[config.mk]
export PLATFORM = sky130hd
export DESIGN_NAME = flush_cmd_ctrl
export DESIGN_NICKNAME = d
export VERILOG_FILES = /design/src/rtl/flush_cmd_pkg.sv /design/src/rtl/flush_cmd_dp.sv /design/src/rtl/flush_cmd_fsm.sv /design/src/rtl/flush_cmd_ctrl.sv
export SDC_FILE = /design/constraint.sdc
export NUM_CORES = 1
export LEC_CHECK = 0
export ABC_AREA = 1
export BUFFER_PORTS_ARGS = -buffer_cell sky130_fd_sc_hd__buf_2
export CORE_ASPECT_RATIO = 1.1
export CORE_MARGIN = 4
export CORE_UTILIZATION = 55
export CTS_BUF_LIST = sky130_fd_sc_hd__clkbuf_4 sky130_fd_sc_hd__clkbuf_8 sky130_fd_sc_hd__clkbuf_16
export CTS_CLUSTER_SIZE = 14
export DETAILED_ROUTE_END_ITERATION = 8
export HOLD_SLACK_MARGIN = 0.12
export PLACE_DENSITY_LB_ADDON = 0.25
export SLEW_MARGIN = 20
export SYNTH_ARGS = -nofsm -noshare
export SYNTH_HDL_FRONTEND = slang
export SYNTH_SLANG_ARGS = --single-unit
[constraint.sdc]
create_clock -name clk -period 2.87 [get_ports clk]
set_input_delay 0.1435 -clock clk [delete_from_list [all_inputs] [get_ports clk]]
set_output_delay 0.1435 -clock clk [all_outputs]
set_load 0.02 [all_outputs]
[src/rtl/flush_cmd_pkg.sv]
package flush_cmd_pkg;

  typedef enum logic [2:0] {
    S_IDLE,
    S_CHECK,
    S_FWD,
    S_FLUSH,
    S_STATUS
  } ctl_state_e;

  // strobes from the control FSM into the datapath
  typedef struct packed {
    logic loadFlush;   // capture a flush command
    logic loadUnb;     // capture an unblock command
    logic markErr;     // command rejected
    logic doRelease;   // apply the release part of a flush command
    logic doUnblock;   // apply an unblock command
    logic doFinish;    // flush finished: claim slot or block whole cache
  } strobe_t;

endpackage

[src/rtl/flush_cmd_dp.sv]
module flush_cmd_dp
  import flush_cmd_pkg::*;
#(
  parameter int ADDR_W = 40,
  parameter int NUM_W  = 16,
  parameter int SLOTS  = 4,
  localparam int SLOT_W = $clog2(SLOTS)
) (
  input  logic              clk,
  input  logic              rstN,
  input  strobe_t           stb,
  input  logic [NUM_W-1:0]  cmdNum,
  input  logic              cmdStatusReq,
  input  logic [ADDR_W-1:0] cmdAddr,
  input  logic              cmdForward,
  input  logic              cmdRelease,
  input  logic [SLOT_W-1:0] cmdSlot,
  input  logic              cmdKeepLine,
  input  logic              cmdBlock,
  input  logic              cmdWholeCache,
  input  logic [NUM_W-1:0]  unbNum,
  input  logic              unbStatusReq,
  input  logic              unbWholeCache,
  input  logic [SLOT_W-1:0] unbSlot,
  input  logic [ADDR_W-1:0] accAddr,
  output logic              isUnb,
  output logic              isWhole,
  output logic              wantFwd,
  output logic              wantStatus,
  output logic              chkErr,
  output logic              errFlag,
  output logic [NUM_W-1:0]  numOut,
  output logic [ADDR_W-1:0] addrOut,
  output logic              invalOut,
  output logic              accBlocked
);

  logic [NUM_W-1:0]  numQ;
  logic [ADDR_W-1:0] addrQ;
  logic [SLOT_W-1:0] slotQ;
  logic sreqQ, unbQ, wholeQ, fwdQ, relQ, keepQ, blkQ, errQ;

  logic [SLOTS-1:0]  held, heldNext;
  logic [ADDR_W-1:0] slotAddr [SLOTS];
  logic [SLOTS-1:0]  hit;
  logic              wholeBlk;
  logic              curHeld;

  // command register
  always_ff @(posedge clk) begin
    if (!rstN) begin
      numQ <= '0; addrQ <= '0; slotQ <= '0;
      sreqQ <= 1'b0; unbQ <= 1'b0; wholeQ <= 1'b0; fwdQ <= 1'b0;
      relQ <= 1'b0; keepQ <= 1'b0; blkQ <= 1'b0; errQ <= 1'b0;
    end else begin
      if (stb.loadFlush) begin
        numQ <= cmdNum; sreqQ <= cmdStatusReq; addrQ <= cmdAddr;
        slotQ <= cmdSlot; unbQ <= 1'b0; wholeQ <= cmdWholeCache;
        fwdQ <= cmdForward; relQ <= cmdRelease; keepQ <= cmdKeepLine;
        blkQ <= cmdBlock; errQ <= 1'b0;
      end else if (stb.loadUnb) begin
        numQ <= unbNum; sreqQ <= unbStatusReq; slotQ <= unbSlot;
        unbQ <= 1'b1; wholeQ <= unbWholeCache;
        fwdQ <= 1'b0; relQ <= 1'b0; keepQ <= 1'b0; blkQ <= 1'b0;
        errQ <= 1'b0;
      end
      if (stb.markErr) errQ <= 1'b1;
    end
  end

  // whole-cache block flag
  always_ff @(posedge clk) begin
    if (!rstN) wholeBlk <= 1'b0;
    else if (stb.doFinish && wholeQ && !unbQ) wholeBlk <= 1'b1;
    else if (stb.doUnblock && wholeQ) wholeBlk <= 1'b0;
  end

  // slot state: release first, then claim
  always_comb begin
    heldNext = held;
    for (int s = 0; s < SLOTS; s++) begin
      if (slotQ == SLOT_W'(s) && !wholeQ) begin
        if ((stb.doRelease && relQ) || stb.doUnblock) heldNext[s] = 1'b0;
        if (stb.doFinish && blkQ) heldNext[s] = 1'b1;
      end
    end
  end

  always_ff @(posedge clk) begin
    if (!rstN) begin
      held <= '0;
      for (int s = 0; s < SLOTS; s++) slotAddr[s] <= '0;
    end else begin
      held <= heldNext;
      for (int s = 0; s < SLOTS; s++)
        if (stb.doFinish && blkQ && !wholeQ && slotQ == SLOT_W'(s))
          slotAddr[s] <= addrQ;
    end
  end

  // parallel address compare across all slots
  for (genvar g = 0; g < SLOTS; g++) begin : g_cmp
    assign hit[g] = held[g] && (slotAddr[g] == accAddr);
  end

  assign accBlocked = wholeBlk || (|hit);
  assign curHeld    = held[slotQ];

  // rejection rules; whole-cache commands never fail
  always_comb begin
    if (wholeQ)    chkErr = 1'b0;
    else if (unbQ) chkErr = !curHeld;
    else           chkErr = (relQ && !curHeld) || (blkQ && curHeld && !relQ);
  end

  assign isUnb      = unbQ;
  assign isWhole    = wholeQ;
  assign wantFwd    = fwdQ && !wholeQ;
  assign wantStatus = sreqQ;
  assign errFlag    = errQ;
  assign numOut     = numQ;
  assign addrOut    = addrQ;
  assign invalOut   = wholeQ || !keepQ;

endmodule

[src/rtl/flush_cmd_fsm.sv]
module flush_cmd_fsm
  import flush_cmd_pkg::*;
(
  input  logic    clk,
  input  logic    rstN,
  input  logic    cmdValid,
  input  logic    unbValid,
  input  logic    fwdDone,
  input  logic    flushDone,
  input  logic    chkErr,
  input  logic    isUnb,
  input  logic    wantFwd,
  input  logic    wantStatus,
  output logic    cmdReady,
  output logic    unbReady,
  output logic    fwdReq,
  output logic    flushReq,
  output logic    stValid,
  output strobe_t stb
);

  ctl_state_e st, stNext, doneState;

  always_ff @(posedge clk) begin
    if (!rstN) st <= S_IDLE;
    else       st <= stNext;
  end

  always_comb begin
    stNext    = st;
    stb       = '0;
    cmdReady  = 1'b0;
    unbReady  = 1'b0;
    fwdReq    = 1'b0;
    flushReq  = 1'b0;
    stValid   = 1'b0;
    doneState = wantStatus ? S_STATUS : S_IDLE;
    unique case (st)
      S_IDLE: begin
        cmdReady = 1'b1;
        unbReady = !cmdValid;
        if (cmdValid) begin
          stb.loadFlush = 1'b1;
          stNext = S_CHECK;
        end else if (unbValid) begin
          stb.loadUnb = 1'b1;
          stNext = S_CHECK;
        end
      end
      S_CHECK: begin
        if (chkErr) begin
          stb.markErr = 1'b1;
          stNext = doneState;
        end else if (isUnb) begin
          stb.doUnblock = 1'b1;
          stNext = doneState;
        end else begin
          stb.doRelease = 1'b1;
          stNext = wantFwd ? S_FWD : S_FLUSH;
        end
      end
      S_FWD: begin
        fwdReq = 1'b1;
        if (fwdDone) stNext = S_FLUSH;
      end
      S_FLUSH: begin
        flushReq = 1'b1;
        if (flushDone) begin
          stb.doFinish = 1'b1;
          stNext = doneState;
        end
      end
      S_STATUS: begin
        stValid = 1'b1;
        stNext  = S_IDLE;
      end
      default: stNext = S_IDLE;
    endcase
  end

endmodule

[src/rtl/flush_cmd_ctrl.sv]
module flush_cmd_ctrl
  import flush_cmd_pkg::*;
#(
  parameter int ADDR_W = 40,
  parameter int NUM_W  = 16,
  parameter int SLOTS  = 4,
  localparam int SLOT_W = $clog2(SLOTS)
) (
  input  logic              clk,
  input  logic              rstN,
  input  logic              cmdValid,
  output logic              cmdReady,
  input  logic [NUM_W-1:0]  cmdNum,
  input  logic              cmdStatusReq,
  input  logic [ADDR_W-1:0] cmdAddr,
  input  logic              cmdForward,
  input  logic              cmdRelease,
  input  logic [SLOT_W-1:0] cmdSlot,
  input  logic              cmdKeepLine,
  input  logic              cmdBlock,
  input  logic              cmdWholeCache,
  input  logic              unbValid,
  output logic              unbReady,
  input  logic [NUM_W-1:0]  unbNum,
  input  logic              unbStatusReq,
  input  logic              unbWholeCache,
  input  logic [SLOT_W-1:0] unbSlot,
  output logic              fwdReq,
  input  logic              fwdDone,
  output logic              flushReq,
  input  logic              flushDone,
  output logic [ADDR_W-1:0] flushAddr,
  output logic              flushInval,
  output logic              flushAll,
  input  logic [ADDR_W-1:0] accAddr,
  output logic              accBlocked,
  output logic              stValid,
  output logic [NUM_W-1:0]  stNum,
  output logic              stErr
);

  strobe_t stb;
  logic isUnb, isWhole, wantFwd, wantStatus, chkErr;

  flush_cmd_fsm u_fsm (
    .clk        (clk),
    .rstN       (rstN),
    .cmdValid   (cmdValid),
    .unbValid   (unbValid),
    .fwdDone    (fwdDone),
    .flushDone  (flushDone),
    .chkErr     (chkErr),
    .isUnb      (isUnb),
    .wantFwd    (wantFwd),
    .wantStatus (wantStatus),
    .cmdReady   (cmdReady),
    .unbReady   (unbReady),
    .fwdReq     (fwdReq),
    .flushReq   (flushReq),
    .stValid    (stValid),
    .stb        (stb)
  );

  flush_cmd_dp #(.ADDR_W(ADDR_W), .NUM_W(NUM_W), .SLOTS(SLOTS)) u_dp (
    .clk           (clk),
    .rstN          (rstN),
    .stb           (stb),
    .cmdNum        (cmdNum),
    .cmdStatusReq  (cmdStatusReq),
    .cmdAddr       (cmdAddr),
    .cmdForward    (cmdForward),
    .cmdRelease    (cmdRelease),
    .cmdSlot       (cmdSlot),
    .cmdKeepLine   (cmdKeepLine),
    .cmdBlock      (cmdBlock),
    .cmdWholeCache (cmdWholeCache),
    .unbNum        (unbNum),
    .unbStatusReq  (unbStatusReq),
    .unbWholeCache (unbWholeCache),
    .unbSlot       (unbSlot),
    .accAddr       (accAddr),
    .isUnb         (isUnb),
    .isWhole       (isWhole),
    .wantFwd       (wantFwd),
    .wantStatus    (wantStatus),
    .chkErr        (chkErr),
    .errFlag       (stErr),
    .numOut        (stNum),
    .addrOut       (flushAddr),
    .invalOut      (flushInval),
    .accBlocked    (accBlocked)
  );

  assign flushAll = flushReq && isWhole;

endmodule

==> results of run 1 <==
-- where the power goes --
group          total (W)  leakage [nW]  internal (W)  switching, W
clock            0.00323         0.421       0.00195       0.00128
combinational    0.00189          3.23      0.000635       0.00126
sequential       0.00406          2.26       0.00388      0.000174
-- critical path: stages (launching register included) --
cell and delay (ns):
dfxtp_1 0.38, inv_2 0.09, nand2_4 0.13, nor2_8 0.09
inv_2 0.08, buf_4 0.70, nand2_1 0.23, a31oi_1 0.29
dlygate4sd3_1 0.57
-- stage by stage --
step | cell area [um^2] | worst slack (ns) | power (W) | hold WS (ns)
after floorplan | 11200 | 0.597 | 0.00524 | 0.292
after global placement | 12200 | 0.975 | 0.00577 | 0.404
after detailed placement | 12200 | 0.873 | 0.00580 | 0.406
after CTS | 13900 | 0.423 | 0.00918 | 0.315
after global routing | 13900 | 0.122 | 0.00959 | 0.361
final | 13900 | 0.223 | 0.00918 | 0.315
-- sequential cells by signal (all words and copies together), names as in the netlist --
name / flops
u_dp.fwdQ: 1
u_dp.isWhole: 1
u_dp.errFlag: 1
u_dp.blkQ: 1
u_dp.addrOut: 40
u_dp.keepQ: 1
u_dp.wantStatus: 1
u_dp.slotAddr: 160
u_dp.relQ: 1
u_fsm.st: 3
u_dp.numOut: 16
u_dp.wholeBlk: 1
u_dp.isUnb: 1
u_dp.slotQ: 2
u_dp.held: 4
-- layout by cell type, fill, tap and decap left out, types with 11 or more instances in the layout --
cell type      Yosys  final
dfxtp_1           74     74
or2_2             15     15
o22ai_1           11     11
xor2_1            16     16
o21ai_0           83     83
nand3_1           28     28
nand2_1          286    286
nor2_1           230    230
edfxtp_1         160    160
a31oi_1           20     20
inv_1            140    140
a21oi_1           54     54
xnor2_1           30     30
nand4_1           24     24
clkbuf_16          0     26
buf_2             15    194
o21ai_1           13     13
dlygate4sd3_1      0     88
-- area by class of cell --
| class | count | area share |
|---|---|---|
| Sequential cell | 234 | 0.453 |
| Multi-Input combinational cell | 848 | 0.288 |
| Inverter | 146 | 0.0397 |
| Tap cell | 252 | 0.0227 |
| Clock buffer | 34 | 0.0526 |
| Clock inverter | 10 | 0.00739 |
| Timing Repair Buffer | 288 | 0.137 |
-- logic make-up (layout without fill, tap and decap cells) --
family                 count (synthesis)  count (layout)  synth area share
AND/OR/NAND/NOR                      615             615             0.233
buffers and inverters                193             478            0.0796
flip-flops                           234             234             0.562
XOR/XNOR                              46              46            0.0360
AO/OA/AOI/OAI                        187             187            0.0888
-- final timing paths --
kind                                                       to                      from  depth (start not counted)
worst max-delay path              u_dp.numOut[2]$_SDFFE_PN0P_  u_fsm.st[1]$_SDFFE_PN0P_                          8
worst min-delay path            u_dp.addrOut[36]$_SDFFE_PN0P_                      rstN                          3
worst max register to register    u_dp.numOut[2]$_SDFFE_PN0P_  u_fsm.st[1]$_SDFFE_PN0P_                          8
worst min register to register        u_dp.keepQ$_SDFFE_PN0P_   u_dp.keepQ$_SDFFE_PN0P_                          2
-- timing repair --
item / in CTS / in global routing
endpoints found under the hold margin: 69 / 0
resized for setup: 0 / 0
setup buffers: 0 / 0
hold buffers: 88 / 0
-- routing by layer --
metal,vias up,global-route usage,share of wire
met1,4375,0.326,0.40
met5,-,0,0.00044
met2,353,0.462,0.51
met4,2,0.0731,0.026
li1,4688,-,-
met3,54,0.0389,0.064
==> run_results.csv, run 1 <==
group,metric,value,unit
status,status,"finished, final reports clean",
timing,min_period_over_period,0.922,
job,drv_cap,0,
final_layout,area_growth,24.2,%
clock_network,clk_pin_slew,0.06,ns
drt,post_drt_via_cell_ratio,5.23,
synthesis,synth_seq_cells,234,
setup_path,crit_arrival,3.09,ns
clock_network,clock-sinks,234,
timing,worstMarginPinSlew,0.915,ns
drt,drt-total-wl,29.7,mm
placed_design,io_buffer_count,194,
final_layout,fillCellCount,1460,
clock_network,tritoncts,"yes",
timing,period_needed,2.65,ns
timing,fmax,378,MHz
synthesis,synth_most_common_cell,"nand2_1",
setup_path,critPathRequiredTime,3.32,ns
clock_network,cts-root-buf,"clkbuf_16",
clock_network,clk-insertion-delay-late,0.51,ns
drt,drc,0,
setup_path,worstSetupEndpointType,"flip-flop",
placed_design,dp_hpwl,19.7,mm
floorplan,num_rows,54,
setup_path,ff2ff_setup_slack,0.22,ns
timing,finalHoldViolations,0,
drt,dr.pass1.iters,5,
timing,rsz0062_at_grt,"false",
global_routing,grt_pass1_vias,9210,
power_and_ir_drop,power.density,661,nW/um^2
synthesis,async_flop_share,0,
final_layout,multi_input_area,4000,um^2
drt,drt_iter0_markers,698,
floorplan,die_w,144,um
synthesis,synth_cells,1275,
placed_design,gp_congestion,0.840,
global_routing,globalRouteTotalUtil,0.259,
final_layout,antenna_cells,0,
drt,ant_nets,0,
synthesis,ys_warn_count,0,
synthesis,yosys.area.top_type_share,0.430,
synthesis,ys_top_cells_by_count,"nand2_1, nor2_1, edfxtp_1, inv_1, o21ai_0",
timing,maxSlewHeadroom,0.390,
synthesis,avgSynthCellArea,8.77,um^2
floorplan,fp.dieH,158,um
synthesis,seq_area_frac_synth,0.562,
synthesis,synth_top_area_cell,"edfxtp_1",
synthesis,synthTopCellsByArea,"edfxtp_1, dfxtp_1, nand2_1, nor2_1, inv_1",
floorplan,coreArea,19900,um^2
setup_path,critPathKind,"flip-flop to flip-flop",
drt,vias,9472,
timing,final.setup.tns,0,ns
timing,clock_skew,0.0151,ns
synthesis,ys_types,38,
setup_path,path_max_fanout,100,
clock_network,cts.path.max_buffers,3,
drt,wire_per_inst,16.4,um
floorplan,initial_core_util,0.561,
power_and_ir_drop,power.leakage,5.91,nW
final_layout,drive_gt1_frac,0.183,
synthesis,synth_nets,1405,
synthesis,synth_area,11200,um^2
final_layout,num-nets-final,1672,
global_routing,grt_max_degree,101,
synthesis,synth_flop_cell,"edfxtp_1",
final_layout,seqCellArea,6290,um^2
setup_path,start_kind,"flip-flop",
clock_network,htree_levels,1,
final_layout,stdcell_count,1812,
global_routing,grt_pass1_wl,46.6,mm
clock_network,cts_inserted_buffers,24,
global_routing,overflow,0,
global_routing,antenna_found_initial,1,
power_and_ir_drop,vdd_drop_max,0.497,mV
timing,report.final.slew_viol_count,0,
placed_design,dp.cells,1680,
synthesis,synth_edf_count,160,
final_layout,utilization,0.696,
timing,setup_viol,0,
floorplan,dieArea,22700,um^2
hold_path,hold_path.class,"input pin to flip-flop",
floorplan,ios,195,
Note: power is estimated with default switching activity, not from simulation.
==> run 2, diff against run 1 <==
==> constraint.sdc (replaced) <==
create_clock -name clk -period 2.87 [get_ports clk]
set_input_delay 0.574 -clock clk [delete_from_list [all_inputs] [get_ports clk]]
set_output_delay 0.574 -clock clk [all_outputs]
set_load 0.02 [all_outputs]
==> run 2 against run 1 <==
Compared with the run above: critical path depth increased by 1; highest routed layer unchanged; total power fell by 3.3%; hold slack improved by 0.0041 ns; clock-buffer cell count down 5; routed wire length is 4.3% lower; register-to-register slack gained 0.64 ns; clock skew down 0.0012 ns; die area unchanged; non-clock buffer count fell by 87; critical endpoint is now accBlocked; first-iteration DRC count shrank 9.2%; largest power group unchanged.
==> run_results.csv, run 2 (same netlist as run 1, synthesis figures left out) <==
group,metric,value,unit
final_layout,seqCellArea,6290,um^2
setup_path,worstSetupEndpointType,"primary output",
setup_path,critPathRequiredTime,2.30,ns
setup_path,r2r-start,"u_fsm.st[0]$_SDFFE_PN0P_",
placed_design,io_buffer_count,194,
status,status,"finished, final reports clean",
drt,vias,9177,
final_layout,area_growth,16.5,%
placed_design,gp_congestion,0.926,
clock_network,cts_hold_buf,0,
final_layout,num-nets-final,1586,
power_and_ir_drop,power.density,681,nW/um^2
timing,final.setup.tns,0,ns
global_routing,grt_max_degree,101,
floorplan,ios,195,
global_routing,grt_pass1_vias,8765,
timing,setup_viol,0,
final_layout,fillCellCount,1682,
timing,rsz0062_at_grt,"false",
final_layout,largest_reg_flops,160,
final_layout,regMostFlops,"u_dp.slotAddr",
drt,dr.pass1.iters,7,
power_and_ir_drop,switching_power,0.00264,W
floorplan,die_w,144,um
global_routing,antenna_found_initial,3,
power_and_ir_drop,comb_power_share,0.190,
final_layout,mostFrequentLayoutCell,"nand2_1",
timing,maxSlewHeadroom,0.563,
drt,ant_nets,0,
floorplan,fp.dieH,158,um
power_and_ir_drop,p_int,0.00623,W
timing,fmax,373,MHz
global_routing,globalRouteTotalUtil,0.247,
clock_network,clk_pin_slew,0.06,ns
timing,clock_skew,0.0139,ns
floorplan,dieArea,22700,um^2
hold_path,min_from,"cmdKeepLine",
timing,min_period_over_period,0.935,
clock_network,cts_setup_buffers,0,
global_routing,grt_pass1_wl,44.3,mm
final_layout,drive_gt1_frac,0.195,
global_routing,overflow,0,
clock_network,cts-root-buf,"clkbuf_16",
power_and_ir_drop,pwr-share-seq,0.456,
floorplan,initial_core_util,0.561,
power_and_ir_drop,swShare,0.298,
clock_network,cts_inserted_buffers,25,
timing,finalHoldViolations,0,
setup_path,path_max_fanout,2,
clock_network,cts.path.max_buffers,3,
hold_path,hold_path.class,"input pin to flip-flop",
timing,worstMarginPinSlew,0.656,ns
power_and_ir_drop,power.leakage,5.51,nW
timing,report.final.slew_viol_count,0,
power_and_ir_drop,clkPwrFrac,0.354,
drt,drc,0,
setup_path,critPathMaxStageDelay,0.41,ns
job,drv_cap,0,
drt,drt-total-wl,28.5,mm
timing,period_needed,2.68,ns
clock_network,tritoncts,"yes",
final_layout,layout_common_cells,"nand2_1, nor2_1, buf_2",
final_layout,utilization,0.653,
placed_design,place_ws,0.348,ns
setup_path,start_kind,"flip-flop",
clock_network,htree_levels,1,
setup_path,crit_start,"u_dp.slotAddr[1][34]$_SDFFCE_PN0P_",
floorplan,coreArea,19900,um^2
setup_path,cp_slowest_cell,"edfxtp_1",
drt,drt_iter0_markers,634,
clock_network,cts_resized,0,
setup_path,timing.critical_path.cells,"or2_2 > a21oi_1 > nand2_1 > nor2_1 > nand3_1 > nor2_1 > nor2_1 > nand2_1 > buf_2",
placed_design,dp_hpwl,20.0,mm
clock_network,clock-sinks,234,
setup_path,critPathKind,"flip-flop to primary output",
timing,worst_slack,0.187,ns
power_and_ir_drop,vdd_drop_max,0.569,mV
setup_path,crit_arrival,2.11,ns
clock_network,clk-insertion-delay-late,0.51,ns
setup_path,critical_path.most_common_cell,"nor2_1",
floorplan,num_rows,54,
drt,post_drt_via_cell_ratio,5.31,
final_layout,multi_input_area,4000,um^2
drt,wire_per_inst,16.5,um
-- run 2: area by class of cell --
class | count | share of cell area
tap | 252 | 0.0242
timing repair buffer | 201 | 0.0815
clock buffer | 29 | 0.0513
inverter | 146 | 0.0423
clock inverter | 16 | 0.0106
multi-input combinational | 848 | 0.307
sequential | 234 | 0.483
antenna | 1 | 0.000192
-- run 2: routing by layer --
metal,track usage,part of all wire,vias to the layer above
li1,-,-,4509
met2,0.426,0.49,367
met5,0,0.00067,-
met4,0.0794,0.028,4
met3,0.0438,0.076,58
met1,0.318,0.41,4239
-- run 2: path summary, 6_finish.rpt --
kind,end,slack (ns),cells past startpoint
worst max register to register,u_dp.slotAddr[0][26]$_SDFFCE_PN0P_,0.86,7
worst min-delay path,u_dp.keepQ$_SDFFE_PN0P_,0.32,3
worst max-delay path,accBlocked,0.19,9
worst min register to register,u_dp.keepQ$_SDFFE_PN0P_,0.47,2
-- run 2: power by group through the flow --
stage / Clock [W] / Combinational (W) / Sequential [W]
after floorplan: 0 / 0.000934 / 0.00431
after global placement: 0 / 0.00166 / 0.00411
after detailed placement: 0 / 0.00169 / 0.00412
after CTS: 0.00318 / 0.00170 / 0.00405
after global routing: 0.00333 / 0.00186 / 0.00408
final: 0.00314 / 0.00168 / 0.00405
-- run 2: worst max-delay path: cells and delay by family, from the launching register on --
family                 cells  cell delay (ns)
DFF                        1             0.41
AOI/OAI and AO/OA          1             0.15
buffers and inverters      1             0.18
and+or+nand+nor            7             0.87
-- run 2: stage by stage --
step / cell area [um^2] / hold WS [ns] / std cells / total power, W
after floorplan: 11200 / 0.440 / 1275 / 0.00524
after global placement: 12200 / 0.451 / 1681 / 0.00577
after detailed placement: 12200 / 0.459 / 1681 / 0.00580
after CTS: 13000 / 0.302 / 1726 / 0.00893
after global routing: 13000 / 0.308 / 1727 / 0.00928
final: 13000 / 0.319 / 1727 / 0.00887
